### config.mk
export PLATFORM = sky130hd
export DESIGN_NAME = kpd_scanner
export DESIGN_NICKNAME = d
export VERILOG_FILES = /design/src/rtl/kpd_pkg.sv /design/src/rtl/kpd_col_sync.sv /design/src/rtl/kpd_scan_fsm.sv /design/src/rtl/kpd_row_store.sv /design/src/rtl/kpd_scanner.sv
export SDC_FILE = /design/constraint.sdc
export NUM_CORES = 1
export LEC_CHECK = 0
export ABC_AREA = 1
export BUFFER_PORTS_ARGS = -buffer_cell sky130_fd_sc_hd__buf_4
export CORE_ASPECT_RATIO = 0.7
export CORE_UTILIZATION = 64
export CTS_BUF_LIST = sky130_fd_sc_hd__clkbuf_4 sky130_fd_sc_hd__clkbuf_8
export CTS_CLUSTER_SIZE = 24
export DETAILED_ROUTE_END_ITERATION = 7
export PLACE_DENSITY = 0.83
export SKIP_LAST_GASP = 1
export SYNTH_ARGS = -nofsm -noshare
export SYNTH_HDL_FRONTEND = slang
export SYNTH_SLANG_ARGS = --single-unit
### constraint.sdc
create_clock -name clk_i -period 3.28 [get_ports clk_i]
set_clock_uncertainty 0.2 [all_clocks]
set_input_delay 0.328 -clock clk_i [delete_from_list [all_inputs] [get_ports clk_i]]
set_output_delay 0.328 -clock clk_i [all_outputs]
set_load 0.02 [all_outputs]
### src/rtl/kpd_pkg.sv
package kpd_pkg;
  typedef enum logic [1:0] {
    M_IDLE   = 2'd0,
    M_DETECT = 2'd1,
    M_SINGLE = 2'd2,
    M_CONT   = 2'd3
  } kpd_mode_e;

  typedef enum logic [1:0] {
    S_IDLE,
    S_SETTLE,
    S_GAP
  } kpd_state_e;

  localparam logic [7:0] A_CTRL = 8'h00;
  localparam logic [7:0] A_SIZE = 8'h04;
  localparam logic [7:0] A_STAT = 8'h08;
  localparam logic [7:0] A_MASK = 8'h0C;
  localparam logic [7:0] A_DATA = 8'h10;
  localparam logic [7:0] A_DEND = 8'h30;

  localparam int unsigned N_EVT   = 3;
  localparam int unsigned EV_DONE = 0;
  localparam int unsigned EV_CHG  = 1;
  localparam int unsigned EV_KEY  = 2;
  localparam int unsigned HW      = 16;
endpackage

### src/rtl/kpd_col_sync.sv
module kpd_col_sync #(
  parameter int unsigned W = 16
) (
  input  logic         clk_i,
  input  logic         rst_ni,
  input  logic [W-1:0] d_i,
  output logic [W-1:0] q_o
);
  for (genvar i = 0; i < W; i++) begin : g_bit
    logic s1_q, s2_q;
    always_ff @(posedge clk_i or negedge rst_ni) begin
      if (!rst_ni) begin
        s1_q <= 1'b1;
        s2_q <= 1'b1;
      end else begin
        s1_q <= d_i[i];
        s2_q <= s1_q;
      end
    end
    assign q_o[i] = s2_q;
  end
endmodule

### src/rtl/kpd_scan_fsm.sv
module kpd_scan_fsm
  import kpd_pkg::*;
#(
  parameter int unsigned ROWS = 16,
  localparam int unsigned RIW = (ROWS > 1) ? $clog2(ROWS) : 1
) (
  input  logic            clk_i,
  input  logic            rst_ni,
  input  logic            restart_i,
  input  kpd_mode_e       mode_i,
  input  logic [13:0]     row_wait_i,
  input  logic [15:0]     scan_gap_i,
  input  logic [7:0]      nrows_i,
  output logic [ROWS-1:0] row_n_o,
  output logic            sample_o,
  output logic [RIW-1:0]  row_idx_o,
  output logic            scan_done_o
);
  kpd_state_e     state_q;
  logic [15:0]    cnt_q;
  logic [RIW-1:0] row_q;
  logic [8:0]     eff_rows;
  logic           scan_mode, empty, last_row, begin_scan;

  always_comb begin
    eff_rows   = ({1'b0, nrows_i} > 9'(ROWS)) ? 9'(ROWS) : {1'b0, nrows_i};
    scan_mode  = (mode_i == M_SINGLE) || (mode_i == M_CONT);
    empty      = (eff_rows == 9'd0);
    last_row   = (9'(row_q) + 9'd1) >= eff_rows;
    begin_scan = scan_mode && !restart_i &&
                 ((state_q == S_IDLE) || (state_q == S_GAP && cnt_q == 16'd0));
    sample_o   = scan_mode && !restart_i && (state_q == S_SETTLE) && (cnt_q == 16'd0);
    scan_done_o = (sample_o && last_row) || (begin_scan && empty);
  end

  always_ff @(posedge clk_i or negedge rst_ni) begin
    if (!rst_ni) begin
      state_q <= S_IDLE;
      cnt_q   <= '0;
      row_q   <= '0;
    end else if (restart_i || !scan_mode) begin
      state_q <= S_IDLE;
      cnt_q   <= '0;
      row_q   <= '0;
    end else if (begin_scan) begin
      row_q <= '0;
      if (empty) begin
        state_q <= (mode_i == M_CONT) ? S_GAP : S_IDLE;
        cnt_q   <= scan_gap_i;
      end else begin
        state_q <= S_SETTLE;
        cnt_q   <= {2'b00, row_wait_i};
      end
    end else if (cnt_q != 16'd0) begin
      cnt_q <= cnt_q - 16'd1;
    end else if (state_q == S_SETTLE) begin
      if (last_row) begin
        row_q   <= '0;
        state_q <= (mode_i == M_CONT) ? S_GAP : S_IDLE;
        cnt_q   <= scan_gap_i;
      end else begin
        row_q <= row_q + RIW'(1);
        cnt_q <= {2'b00, row_wait_i};
      end
    end
  end

  always_comb begin
    row_n_o = '1;
    if (mode_i == M_DETECT) row_n_o = '0;
    else if (state_q == S_SETTLE) row_n_o[row_q] = 1'b0;
  end

  assign row_idx_o = row_q;

  a_r7_sample_in_range: assert property (@(posedge clk_i) disable iff (!rst_ni)
    sample_o |-> (9'(row_q) < eff_rows));
endmodule

### src/rtl/kpd_row_store.sv
module kpd_row_store
  import kpd_pkg::*;
#(
  parameter int unsigned ROWS = 16,
  parameter int unsigned COLS = 16,
  localparam int unsigned RIW = (ROWS > 1) ? $clog2(ROWS) : 1
) (
  input  logic             clk_i,
  input  logic             rst_ni,
  input  logic             wr_i,
  input  logic [RIW-1:0]   row_i,
  input  logic [COLS-1:0]  cols_i,
  input  logic [7:0]       ncols_i,
  output logic             changed_o,
  output logic [ROWS*HW-1:0] data_o
);
  logic [HW-1:0] mem_q [ROWS];
  logic [HW-1:0] word;

  for (genvar c = 0; c < HW; c++) begin : g_col
    if (c < COLS) begin : g_live
      assign word[c] = (8'(c) >= ncols_i) ? 1'b1 : cols_i[c];
    end else begin : g_pad
      assign word[c] = 1'b1;
    end
  end

  assign changed_o = wr_i && (word != mem_q[row_i]);

  for (genvar r = 0; r < ROWS; r++) begin : g_row
    always_ff @(posedge clk_i or negedge rst_ni) begin
      if (!rst_ni)                        mem_q[r] <= '1;
      else if (wr_i && row_i == RIW'(r))  mem_q[r] <= word;
    end
    assign data_o[r*HW +: HW] = mem_q[r];
  end

  a_r8_pad_ones: assert property (@(posedge clk_i) disable iff (!rst_ni)
    (wr_i && ncols_i == 8'd0) |=> (mem_q[$past(row_i)] == '1));
endmodule

### src/rtl/kpd_scanner.sv
module kpd_scanner
  import kpd_pkg::*;
#(
  parameter int unsigned ROWS = 16,
  parameter int unsigned COLS = 16,
  localparam int unsigned RIW = (ROWS > 1) ? $clog2(ROWS) : 1
) (
  input  logic            clk_i,
  input  logic            rst_ni,
  input  logic            bus_sel_i,
  input  logic            bus_we_i,
  input  logic [7:0]      bus_addr_i,
  input  logic [31:0]     bus_wdata_i,
  output logic [31:0]     bus_rdata_o,
  output logic [ROWS-1:0] row_n_o,
  input  logic [COLS-1:0] col_ni,
  output logic            irq_o
);
  logic [31:0]      ctrl_q;
  logic [15:0]      size_q;
  logic [N_EVT-1:0] stat_q, mask_q, evt_set;
  kpd_mode_e        mode_q;
  logic             ctrl_wr, size_wr, stat_wr, mask_wr;
  logic [COLS-1:0]  col_s;
  logic             sample, scan_done, changed, key_any;
  logic [RIW-1:0]   row_idx;
  logic [ROWS*HW-1:0] row_data;

  assign mode_q  = kpd_mode_e'(ctrl_q[1:0]);
  assign ctrl_wr = bus_sel_i && bus_we_i && (bus_addr_i[7:2] == A_CTRL[7:2]);
  assign size_wr = bus_sel_i && bus_we_i && (bus_addr_i[7:2] == A_SIZE[7:2]);
  assign stat_wr = bus_sel_i && bus_we_i && (bus_addr_i[7:2] == A_STAT[7:2]);
  assign mask_wr = bus_sel_i && bus_we_i && (bus_addr_i[7:2] == A_MASK[7:2]);

  kpd_col_sync #(.W(COLS)) u_sync (
    .clk_i, .rst_ni, .d_i(col_ni), .q_o(col_s)
  );

  kpd_scan_fsm #(.ROWS(ROWS)) u_fsm (
    .clk_i, .rst_ni,
    .restart_i   (ctrl_wr),
    .mode_i      (mode_q),
    .row_wait_i  (ctrl_q[15:2]),
    .scan_gap_i  (ctrl_q[31:16]),
    .nrows_i     (size_q[7:0]),
    .row_n_o     (row_n_o),
    .sample_o    (sample),
    .row_idx_o   (row_idx),
    .scan_done_o (scan_done)
  );

  kpd_row_store #(.ROWS(ROWS), .COLS(COLS)) u_store (
    .clk_i, .rst_ni,
    .wr_i      (sample),
    .row_i     (row_idx),
    .cols_i    (col_s),
    .ncols_i   (size_q[15:8]),
    .changed_o (changed),
    .data_o    (row_data)
  );

  assign key_any = (mode_q == M_DETECT) && !(&col_s);

  always_comb begin
    evt_set          = '0;
    evt_set[EV_DONE] = scan_done;
    evt_set[EV_CHG]  = changed;
    evt_set[EV_KEY]  = key_any;
  end

  always_ff @(posedge clk_i or negedge rst_ni) begin
    if (!rst_ni) begin
      ctrl_q <= '0;
      size_q <= '0;
      stat_q <= '0;
      mask_q <= '0;
    end else begin
      if (ctrl_wr) ctrl_q <= bus_wdata_i;
      else if (scan_done && mode_q == M_SINGLE) ctrl_q[1:0] <= M_IDLE;
      if (size_wr) size_q <= bus_wdata_i[15:0];
      if (mask_wr) mask_q <= bus_wdata_i[N_EVT-1:0];
      stat_q <= (stat_wr ? (stat_q & ~bus_wdata_i[N_EVT-1:0]) : stat_q) | evt_set;
    end
  end

  assign irq_o = |(stat_q & mask_q);

  function automatic logic [HW-1:0] row_word(input logic [3:0] idx);
    if (int'(idx) < ROWS) return row_data[int'(idx)*HW +: HW];
    return '1;
  endfunction

  logic [7:0] doff;
  assign doff = bus_addr_i - A_DATA;

  always_comb begin
    bus_rdata_o = '0;
    if (bus_addr_i >= A_DATA && bus_addr_i < A_DEND)
      bus_rdata_o = {row_word({doff[4:2], 1'b1}), row_word({doff[4:2], 1'b0})};
    else case (bus_addr_i[7:2])
      A_CTRL[7:2]: bus_rdata_o = ctrl_q;
      A_SIZE[7:2]: bus_rdata_o = {16'h0, size_q};
      A_STAT[7:2]: bus_rdata_o = {{(32-N_EVT){1'b0}}, stat_q};
      A_MASK[7:2]: bus_rdata_o = {{(32-N_EVT){1'b0}}, mask_q};
      default:     bus_rdata_o = '0;
    endcase
  end

  a_r2_idle_released: assert property (@(posedge clk_i) disable iff (!rst_ni)
    (mode_q == M_IDLE) |-> (&row_n_o));
  a_r3_one_row_low: assert property (@(posedge clk_i) disable iff (!rst_ni)
    (mode_q == M_SINGLE || mode_q == M_CONT) |-> ($countones(~row_n_o) <= 1));
  a_r4_single_returns_idle: assert property (@(posedge clk_i) disable iff (!rst_ni)
    (scan_done && mode_q == M_SINGLE && !ctrl_wr) |=> (mode_q == M_IDLE));
  a_r6_detect_no_sample: assert property (@(posedge clk_i) disable iff (!rst_ni)
    (mode_q == M_DETECT) |-> !sample);
  a_r6_key_holds_event: assert property (@(posedge clk_i) disable iff (!rst_ni)
    (mode_q == M_DETECT && !(&col_s)) |=> stat_q[EV_KEY]);
  a_r10_clear_done: assert property (@(posedge clk_i) disable iff (!rst_ni)
    (stat_wr && bus_wdata_i[EV_DONE] && !scan_done) |=> !stat_q[EV_DONE]);
  a_r12_no_done_after_ctrl: assert property (@(posedge clk_i) disable iff (!rst_ni)
    ctrl_wr |=> !scan_done);
  a_r11_irq_needs_mask: assert property (@(posedge clk_i) disable iff (!rst_ni)
    irq_o |-> (|mask_q));
endmodule

==> parameters.txt <==
Parameter                              Value

Final layout
  Fraction of layout cells with a size suffix above 1 ... 22.5%
  Most common cell after layout, fill and taps aside ... sky130_fd_sc_hd__nand2_1
  Most frequent cells in the layout ... sky130_fd_sc_hd__nand2_1 (972), sky130_fd_sc_hd__o21ai_0 (309), sky130_fd_sc_hd__dfstp_2 (288)
  Non-filler cells in the finished layout ... 3,161
  Diodes inserted ... 0
  Number of fill cells in the layout ... 2,274
  Flip-flop and latch area ... 9470 um^2
  Number of nets in the finished design ... 2,776
  Synth-to-layout area growth ... 14.6%
  Area of the multi-input gates ... 8910 um^2

Drt
  Routed wire per std cell ... 21.6 um
  Aggregate routed wire length ... 68,400 um
  Via count ... 19,800
  1st-iter DRT viols ... 3,309
  Count of nets left with antenna violations after detail routing ... 0
  Residual DRC ... 10
  Post-DR vias/cell ... 6.27
  Length of the first detailed-routing pass in iterations ... 8

Logic synthesis
  EDFF count, synth ... 0
  Distinct cells, synth ... 51
  Flops & latches, synth ... 364
  Syn Nets ... 2,652
  Syn Inst Count ... 2,582
  Async SR Flop Fraction ... 100%
  Summed instance area of the synthesized netlist ... 19,700 um^2
  Portion of the post-synthesis area used by sequential elements ... 47.9%
  Top cells by area in the synthesized netlist ... sky130_fd_sc_hd__dfstp_2 (38%), sky130_fd_sc_hd__nand2_1 (18%), sky130_fd_sc_hd__dfrtp_1 (9.6%)
  Warnings from Yosys ... 0
  Yosys top cell by area ... sky130_fd_sc_hd__dfstp_2
  Avg Inst Size Synth ... 7.65 um^2
  Fraction of synthesized cell area taken by the top area cell type ... 38.3%
  Main flop type after synthesis ... sky130_fd_sc_hd__dfstp_2

Power
  Switching power ... 3.34 mW
  Internal ... 7.59 mW
  Proportion of power drawn by combinational gates ... 17.0%
  Sw Share ... 30.5%
  Power density over the cells ... 483 nW/um^2
  Max VDD drop ... 0.517 mV
  Clock Power Share ... 37.1%
  Lkg Pwr ... 9.37 nW
  Share of total power in sequential cells ... 45.9%

CTS
  TritonCTS clock tree ... done
  Clock H-tree levels ... 2
  Sink count of the clock tree ... 364
  Clock root buffer master ... sky130_fd_sc_hd__clkbuf_8
  Number of setup buffers added after CTS ... 0
  Worst-skew pair later-pin latency ... 0.65 ns
  Number of clock buffers inserted by TritonCTS ... 54
  Clk buf depth ... 3
  Clock slew seen by the registers of the worst setup and hold paths ... 0.09 ns

STA
  Final Cycle Share ... 93.9%
  Setup TNS Final ... 0 ns
  Setup repair after global routing missed its margin ... no
  Setup violators final ... 0
  Fmax ... 325 MHz
  Number of hold violations in the final report ... 0
  Setup slack of the critical path after layout ... 0.201 ns
  Pin slew with the least headroom to its limit ... 0.848 ns
  Worst max-slew margin expressed relative to the limit ... 43.2%
  Shortest clock period the worst path allows after layout ... 3.08 ns
  Number of pins with negative max-slew slack in the final report ... 0

Floorplan
  Core Rows ... 53
  Floorplan die height ... 149 um
  Ports ... 109
  Die width ... 212 um
  Area of the placeable core ... 30,200 um^2
  Effective utilization at floorplan ... 65.5%
  Die footprint ... 31,600 um^2

Setup path
  Reg2reg setup slack ... 0.20 ns
  Critical Path Max Stage Delay ... 0.43 ns
  Capture instance of the worst register-to-register path ... u_fsm.cnt_q[7]$_DFFE_PN0P_
  Buf/Inv on CP ... 2
  Signal arrival time at the worst endpoint ... 3.43 ns
  Cell family with the largest share of critical-path delay ... simple AND/OR/NAND/NOR gates
  Crit end category ... flop
  Kind of start point of the critical path ... flop
  Worst Reg2Reg Path Length in Cells ... 15
  Critical-path maximum fanout ... 19
  Startpoint of the lowest-slack register-to-register path ... size_q[7]$_DFFE_PN0P_
  Slowest stage cell on the critical path ... sky130_fd_sc_hd__dfrtp_1
  Most prevalent standard cell on the critical path ... sky130_fd_sc_hd__o21ai_0
  Crit-path cells ... nor3_2, inv_1, a21oi_1, and2_1, ha_1, o21ai_0, o21ai_0, nor2_1, buf_4, a21oi_1, o21ai_0, o21ai_0, nand2_1, nand2_1, nor2_1
  Path type of the worst setup path ... flop to flop
  Number of logic stages on the critical path including buffering ... 15
  Required time of the worst setup path ... 3.63 ns

Outcome
  Violations in the final reports ... design-rule violations
  Run status ... complete, but fails checks

Place
  Worst slack at placement ... 0.168 ns
  Post-DP HPWL ... 41,600 um
  Placed cells ... 3,013
  Final weighted congestion in routability-driven placement ... 1.01
  Number of buffer cells added on primary ports ... 106

Job
  Maximum Capacitance Violations ... 0

Global route
  Via count of the first global-routing pass ... 18,600
  Antenna violations before repair ... 1
  Wire length of the first global-routing pass ... 105,000 um
  Pin count of the biggest net entering global routing ... 134
  Overall fraction of global-route tracks in use ... 44.1%
  Total gr overflow ... 0

Worst hold path
  Worst hold-check path type ... input pin to asynchronous set/reset pin
## synthesized netlist by cell type (2+ instances only)
master / number
sky130_fd_sc_hd__nor3_4: 2
sky130_fd_sc_hd__ha_1: 10
sky130_fd_sc_hd__nand4_1: 32
sky130_fd_sc_hd__nor2_4: 3
sky130_fd_sc_hd__o21bai_1: 7
sky130_fd_sc_hd__o22ai_1: 6
sky130_fd_sc_hd__o211ai_1: 20
sky130_fd_sc_hd__buf_4: 11
sky130_fd_sc_hd__a22oi_1: 55
sky130_fd_sc_hd__buf_2: 30
sky130_fd_sc_hd__dfrtp_1: 76
sky130_fd_sc_hd__a221o_1: 2
sky130_fd_sc_hd__a31oi_1: 5
sky130_fd_sc_hd__buf_1: 17
sky130_fd_sc_hd__nand2_1: 972
sky130_fd_sc_hd__clkbuf_1: 91
sky130_fd_sc_hd__nor3_1: 6
sky130_fd_sc_hd__a22o_1: 4
sky130_fd_sc_hd__nand3_1: 173
sky130_fd_sc_hd__inv_2: 6
sky130_fd_sc_hd__o21ai_0: 309
sky130_fd_sc_hd__nand2_4: 10
sky130_fd_sc_hd__a221oi_1: 16
sky130_fd_sc_hd__a211oi_1: 2
sky130_fd_sc_hd__nor2_1: 101
sky130_fd_sc_hd__mux2_2: 2
sky130_fd_sc_hd__a21oi_1: 66
sky130_fd_sc_hd__dfstp_2: 288
sky130_fd_sc_hd__nor2_2: 3
sky130_fd_sc_hd__inv_4: 2
sky130_fd_sc_hd__buf_6: 19
sky130_fd_sc_hd__o2111ai_1: 3
sky130_fd_sc_hd__or2_2: 2
sky130_fd_sc_hd__xnor2_1: 3
sky130_fd_sc_hd__o21ai_1: 78
sky130_fd_sc_hd__inv_1: 127
sky130_fd_sc_hd__xor2_1: 9
## cell families (layout without fill, tap and decap cells)
group                      count (synthesis)  in the layout  share of synthesized area, %
and+or+nand+nor                         1309           1309                          27.3
AOI/OAI and AO/OA                        580            580                          16.5
DFF                                      364            364                          47.9
buffers and inverters                    305            472                          7.03
xor gates and xnor gates                  12             12                         0.532
adders and majority gates                 10             10                         0.634
muxes                                      2              2                         0.114
## worst max-delay path by stage
stage,slack (ns),startpoint,to
after floorplan,0.29,u_fsm.row_idx_o[1]$_DFFE_PN0P_,u_fsm.cnt_q[13]$_DFFE_PN0P_
after global placement,0.29,size_q[7]$_DFFE_PN0P_,u_fsm.state_q[0]$_DFFE_PN0P_
after detailed placement,0.17,size_q[7]$_DFFE_PN0P_,u_fsm.state_q[0]$_DFFE_PN0P_
after CTS,0.14,size_q[7]$_DFFE_PN0P_,u_fsm.state_q[0]$_DFFE_PN0P_
after global routing,0.02,size_q[7]$_DFFE_PN0P_,u_fsm.cnt_q[8]$_DFFE_PN0P_
final,0.20,size_q[7]$_DFFE_PN0P_,u_fsm.cnt_q[7]$_DFFE_PN0P_
## area by class of cell
class | count | area share, %
clock buffers | 90 | 4.86
flip-flops and latches | 364 | 41.8
well taps | 412 | 2.28
repair buffers | 237 | 9.04
clock inverters | 9 | 0.343
inverters | 136 | 2.28
multi-input cells | 1913 | 39.3
## metrics by stage
step | power [mW] | hold WS (ns) | utilization, % | area (um^2)
global route | 11.3 | 0.143 | 75.0 | 22600
detailed placement | 6.79 | 0.148 | 69.5 | 21000
CTS | 10.8 | 0.133 | 75.0 | 22600
finish | 10.9 | 0.0937 | 75.0 | 22600
global placement | 6.73 | 0.148 | 69.5 | 21000
floorplan | 6.08 | -0.168 | - | 19700
## power groups by stage
stage               clock, mW  sequential, mW  combinational [mW]
floorplan                   0            4.99                1.09
global placement            0            5.05                1.68
detailed placement          0            5.06                1.74
CTS                      4.03            5.00                1.79
global route             4.25            5.04                2.03
finish                   4.05            5.01                1.86
## routing by layer
layer  routed length (um)  global-route usage (%)
met5                    7                       0
met4                 3910                    24.0
met3                10400                    14.7
met2                28200                    61.8
met1                25900                    60.4
## registers in the layout, indices dropped and copies added, names as in the netlist
register and cells:
ctrl_q 32, u_sync.g_bit.s2_q 16, u_fsm.row_idx_o 4, u_store.data_o 256, stat_q 3, u_fsm.cnt_q 16
u_sync.g_bit.s1_q 16, mask_q 3, size_q 16, u_fsm.state_q 2
## repair_timing
item | in CTS | in global routing
hold buffers | 49 | 0
endpoints found under the setup margin | 0 | 14
resized for setup | 0 | 2
hold endpoints to repair | 151 | 0
## worst reg2reg max path, delay by kind of cell (launching register included)
kind	cells	cell delay [ns]
fa+ha+maj	1	0.23
buf+inv	2	0.39
simple gates	6	0.87
flops	1	0.43
compound gates	6	0.89
Power figures use the tool's default switching activity.
